--- src/rtl/can_bor_pkg.sv ---
package can_bor_pkg;
  localparam int unsigned RUN_LEN_DEF   = 11;
  localparam int unsigned OCC_TARGET_DEF = 128;

  function automatic int unsigned cnt_width(input int unsigned n);
    return (n <= 2) ? 1 : $clog2(n);
  endfunction
endpackage

--- src/rtl/bor_run_cnt.sv ---
module bor_run_cnt #(
  parameter int unsigned RUN_LEN = can_bor_pkg::RUN_LEN_DEF
) (
  input  logic clk,
  input  logic rst_n,
  input  logic clr,
  input  logic step,
  input  logic bit_rec,
  output logic run_done
);
  localparam int unsigned RW = can_bor_pkg::cnt_width(RUN_LEN);
  localparam logic [RW-1:0] RUN_LAST = RW'(RUN_LEN - 1);

  logic [RW-1:0] run_q, run_d;
  logic          run_en;

  always_comb begin
    run_en   = clr | step;
    run_done = 1'b0;
    run_d    = run_q;
    if (clr) begin
      run_d = '0;
    end else if (step) begin
      if (!bit_rec) begin
        run_d = '0;
      end else if (run_q == RUN_LAST) begin
        run_d    = '0;
        run_done = 1'b1;
      end else begin
        run_d = run_q + 1'b1;
      end
    end
  end

  always_ff @(posedge clk or negedge rst_n) begin
    if (!rst_n)      run_q <= '0;
    else if (run_en) run_q <= run_d;
  end

  // a dominant sample restarts the run
  a_r3_dominant_restarts: assert property (@(posedge clk) disable iff (!rst_n)
    (step && !bit_rec && !clr) |=> (run_q == '0));
endmodule

--- src/rtl/bor_occ_cnt.sv ---
module bor_occ_cnt #(
  parameter int unsigned OCC_TARGET = can_bor_pkg::OCC_TARGET_DEF
) (
  input  logic clk,
  input  logic rst_n,
  input  logic clr,
  input  logic inc,
  output logic target_hit
);
  localparam int unsigned OW = can_bor_pkg::cnt_width(OCC_TARGET);
  localparam logic [OW-1:0] OCC_LAST = OW'(OCC_TARGET - 1);

  logic [OW-1:0] occ_q, occ_d;
  logic          occ_en;

  always_comb begin
    occ_en     = clr | inc;
    target_hit = 1'b0;
    occ_d      = occ_q;
    if (clr) begin
      occ_d = '0;
    end else if (inc) begin
      if (occ_q == OCC_LAST) begin
        occ_d      = '0;
        target_hit = 1'b1;
      end else begin
        occ_d = occ_q + 1'b1;
      end
    end
  end

  always_ff @(posedge clk or negedge rst_n) begin
    if (!rst_n)      occ_q <= '0;
    else if (occ_en) occ_q <= occ_d;
  end

  // leaving the armed bus-off state empties the occurrence count
  a_r9_clear_empties: assert property (@(posedge clk) disable iff (!rst_n)
    clr |=> (occ_q == '0));
endmodule

--- src/rtl/bor_arm_ctrl.sv ---
module bor_arm_ctrl (
  input  logic clk,
  input  logic rst_n,
  input  logic bus_off,
  input  logic auto_en,
  input  logic host_req,
  input  logic fire,
  output logic armed,
  output logic done_pulse
);
  logic req_q, req_d;
  logic done_q, done_d;

  always_comb begin
    armed = bus_off & (auto_en | req_q | host_req);
    req_d = req_q;
    if (fire)          req_d = 1'b0;
    else if (!bus_off) req_d = 1'b0;
    else if (host_req) req_d = 1'b1;
    done_d = fire & armed;
  end

  always_ff @(posedge clk or negedge rst_n) begin
    if (!rst_n) begin
      req_q  <= 1'b0;
      done_q <= 1'b0;
    end else begin
      req_q  <= req_d;
      done_q <= done_d;
    end
  end

  assign done_pulse = done_q;

  // recovery pulse lasts one cycle
  a_r6_single_cycle: assert property (@(posedge clk) disable iff (!rst_n)
    done_q |=> !done_q);
  // recovery only follows a bus-off cycle
  a_r9_only_in_bus_off: assert property (@(posedge clk) disable iff (!rst_n)
    done_q |-> $past(bus_off));
  // recovery only follows an armed cycle
  a_r7_needs_arm: assert property (@(posedge clk) disable iff (!rst_n)
    done_q |-> $past(auto_en || req_q || host_req));
endmodule

--- src/rtl/can_bor_monitor.sv ---
module can_bor_monitor #(
  parameter int unsigned RUN_LEN    = can_bor_pkg::RUN_LEN_DEF,
  parameter int unsigned OCC_TARGET = can_bor_pkg::OCC_TARGET_DEF
) (
  input  logic clk,
  input  logic rst_n,
  input  logic bit_strobe,
  input  logic rx_bit,
  input  logic bus_off,
  input  logic auto_en,
  input  logic host_req,
  output logic recov_done,
  output logic clr_err_cnt,
  output logic resume_normal
);
  logic armed, run_done, target_hit, done_pulse;

  bor_arm_ctrl u_arm (
    .clk(clk), .rst_n(rst_n), .bus_off(bus_off), .auto_en(auto_en),
    .host_req(host_req), .fire(target_hit), .armed(armed),
    .done_pulse(done_pulse)
  );

  bor_run_cnt #(.RUN_LEN(RUN_LEN)) u_run (
    .clk(clk), .rst_n(rst_n), .clr(!armed), .step(bit_strobe),
    .bit_rec(rx_bit), .run_done(run_done)
  );

  bor_occ_cnt #(.OCC_TARGET(OCC_TARGET)) u_occ (
    .clk(clk), .rst_n(rst_n), .clr(!armed), .inc(run_done),
    .target_hit(target_hit)
  );

  assign recov_done    = done_pulse;
  assign clr_err_cnt   = done_pulse;
  assign resume_normal = done_pulse;
endmodule

--- config.mk ---
export PLATFORM = sky130hd
export DESIGN_NAME = can_bor_monitor
export DESIGN_NICKNAME = d
export VERILOG_FILES = /design/src/rtl/can_bor_pkg.sv /design/src/rtl/bor_run_cnt.sv /design/src/rtl/bor_occ_cnt.sv /design/src/rtl/bor_arm_ctrl.sv /design/src/rtl/can_bor_monitor.sv
export SDC_FILE = /design/constraint.sdc
export NUM_CORES = 1
export LEC_CHECK = 0
export BUFFER_PORTS_ARGS = -buffer_cell sky130_fd_sc_hd__clkbuf_2
export CORE_MARGIN = 2
export CORE_UTILIZATION = 50
export CTS_CLUSTER_SIZE = 14
export DETAILED_ROUTE_END_ITERATION = 12
export GPL_TIMING_DRIVEN = 0
export HOLD_SLACK_MARGIN = 0.03
export PLACE_DENSITY = 0.77
export REMOVE_ABC_BUFFERS = 1
export SLEW_MARGIN = 20
export SYNTH_ARGS = -nofsm -noshare
export SYNTH_HDL_FRONTEND = slang
export SYNTH_HIERARCHICAL = 1
export SYNTH_SLANG_ARGS = --single-unit
--- constraint.sdc ---
create_clock -name clk -period 2.5 [get_ports clk]
set_input_delay 0.25 -clock clk [delete_from_list [all_inputs] [get_ports clk]]
set_output_delay 0.25 -clock clk [all_outputs]
set_load 0.02 [all_outputs]
==> results.toml <==
[clock_network]
htreeDepth = 1
path_clk_slew_ns = 0.09
clock_latency_ns = 0.27
clockRootBuffer = "clkbuf_4"
cts.path.max_buffers = 2
clock-sinks = 13
cts_setup_buffers = 0
cts_tree = "built"
cts_inserted_buffers = 3

[hold_path]
hold_path.class = "in2reg"

[die]
core_um2 = 1330
die_y_um = 42.0
start_util_pct = 54.2
io_pins = 10
die-area_um2 = 1770
fp.dieW_um = 42.0
num_rows = 13

[global_routing]
grt_usage_pct = 17.3
grt_remaining_overflow = 0
grt_pass1_wl_um = 2330
grt_pass1_vias = 539
antenna_found_initial = 0
grt_max_degree = 15

[detailed_routing]
wl_per_cell_um = 13.9
vias_per_cell = 5.98
ant_nets = 0
drtIter0Drc = 25
drtPass1Iterations = 4
via_count = 604
wl_um = 1400
drcViolationCount = 0

[timing]
rsz0062_at_grt = "no"
worst_slew_pin_slew_ns = 0.512
hold_ws_ns = 0.231
skew_ns = 0.00961
fin_crit_sh_pct = 86.4
slew_headroom_pct = 65.7
setup_viol = 0
fmax_mhz = 463
slew_violations = 0
min_period_ns = 2.16
hold_viol = 0
finalSetupTns_ns = 0

[cells_and_area]
regArea_um2 = 325
multi_input_area_um2 = 368
flow.area_growth_from_synthesis_pct = 10.7
fin_util_pct = 60.0
antennaDiodeCount = 0
n_fill_cell = 117
drive_gt1_share_pct = 16.3
nets = 97

[logic_synthesis]
avgSynthCellArea_um2 = 9.52
syn_area_um2 = 723
yosysWarnings = 6
synthCells = 76
yosysSeqAreaShare_pct = 45.0
synthDistinctLibCells = 25
synth_seq_cells = 13

[pwr]
p_leak_uw = 0.000337
max-vdd-ir-drop_mv = 0.253
power_density_nw_per_um2 = 458
p_total_uw = 367

[critical_path]
arrival_ns = 2.35
critPathMaxFanout = 9
start_kind = "flop"
worstSetupPathType = "reg2reg"
required_ns = 2.69
endpoint_kind = "flop"

[placement]
port-buffer-count = 9
hpwl_um = 947
gp_congestion = 0.738

[run_status]
status = "complete, no violations"

[flow_run]
cap_viol_max_count = 0
-- cell usage in the layout (no fill, tap or decap), types with 2 or more instances in the layout --
| cell type | n |
|---|---|
| nor2_1 | 4 |
| inv_1 | 2 |
| nand4_1 | 5 |
| xor2_1 | 3 |
| o21ai_0 | 2 |
| ha_1 | 3 |
| a31oi_1 | 2 |
| clkbuf_2 | 9 |
| nor2b_1 | 2 |
| nand2b_1 | 6 |
| clkbuf_4 | 3 |
| nand3_1 | 4 |
| nand2_1 | 5 |
| a21oi_1 | 6 |
| or3_1 | 3 |
| nor3_1 | 2 |
| o211ai_1 | 2 |
| dfrtp_1 | 13 |
-- synthesized netlist by cell type --
library cell,number,area (um2)
a21oi_1,6,30.0
a31oi_1,2,12.5
and2_1,1,6.26
and3b_1,1,8.76
buf_2,1,5.00
buf_4,3,22.5
dfrtp_1,13,325
ha_1,3,37.5
inv_1,2,7.51
nand2_1,5,18.8
nand2b_1,6,37.5
nand3_1,4,20.0
nand3b_1,1,7.51
nand4_1,5,31.3
nand4b_1,1,8.76
nor2_1,4,15.0
nor2b_1,2,12.5
nor3_1,3,15.0
nor3b_1,1,7.51
o2111ai_2,1,15.0
o211ai_1,2,15.0
o21ai_0,2,10.0
o31a_1,1,8.76
or3_1,3,18.8
xor2_1,3,26.3
-- area by class of cell --
type	count	area share, %
Tap cell	15	2.34
Multi-Input combinational cell	57	45.9
Inverter	2	0.938
Clock buffer	4	3.28
Sequential cell	13	40.6
Timing Repair Buffer	10	6.87
-- path summary, 6_finish.rpt --
check / startpoint / end / slack, ns / cells past startpoint
max reg2reg: u_run/run_q[0]$_DFFE_PN0P_ / u_occ/occ_q[6]$_DFFE_PN0P_ / 0.34 / 7
min in group asynchronous: rst_n / u_run/run_q[2]$_DFFE_PN0P_ / 0.40 / 2
max in group asynchronous: rst_n / u_occ/occ_q[1]$_DFFE_PN0P_ / 1.85 / 2
max: u_run/run_q[0]$_DFFE_PN0P_ / u_occ/occ_q[6]$_DFFE_PN0P_ / 0.34 / 7
min: bus_off / u_arm/req_q$_DFFE_PN0P_ / 0.23 / 2
min reg2reg: u_arm/req_q$_DFFE_PN0P_ / u_arm/req_q$_DFFE_PN0P_ / 0.57 / 2
-- per-layer routing --
layer / vias up / GRT usage (%) / part of all wire, %
met5: - / 0 / 0
met4: 0 / 7.50 / 0
met3: 0 / 4.31 / 7.8
met2: 26 / 26.9 / 46
met1: 285 / 23.0 / 46
li1: 293 / - / -
-- worst max-delay path: stages, from the launching register on --
cell and delay, ns:
dfrtp_1 0.42, inv_1 0.09, ha_1 0.14, nand3b_1 0.19, nor3_2 0.50, nand3_1 0.23
or3_1 0.38, a21oi_1 0.14
-- power breakdown --
group          switching [uW]  internal [uW]
clock network            66.7           61.7
registers                1.76            212
logic                    15.4           8.94
-- stage by stage --
| stage | cells | area (um2) | setup slack [ns] |
|---|---|---|---|
| finish | 101 | 801 | 0.339 |
| global route | 101 | 801 | 0.185 |
| CTS | 101 | 796 | 0.119 |
| detailed placement | 96 | 759 | 0.166 |
| global placement | 96 | 759 | 0.161 |
| floorplan | 72 | 696 | 0.437 |
-- sequential cells by signal (all words and copies together), names as in the netlist --
name              flops
u_occ/occ_q           7
u_run/run_q           4
u_arm/done_pulse      1
u_arm/req_q           1
-- cells by family after synthesis --
group / share of synthesized area [%]
AOI/OAI and AO/OA: 12.6
xor gates and xnor gates: 3.63
adders and majority gates: 5.19
buffers and inverters: 4.84
DFF: 45.0
and+or+nand+nor: 28.7
-- timing repair --
item                       in CTS  in global routing
gates resized for setup         0                  1
hold endpoints to repair       13                  0
hold buffers                    1                  0
setup endpoints to repair       0                  4
Power figures use the tool's default switching activity.
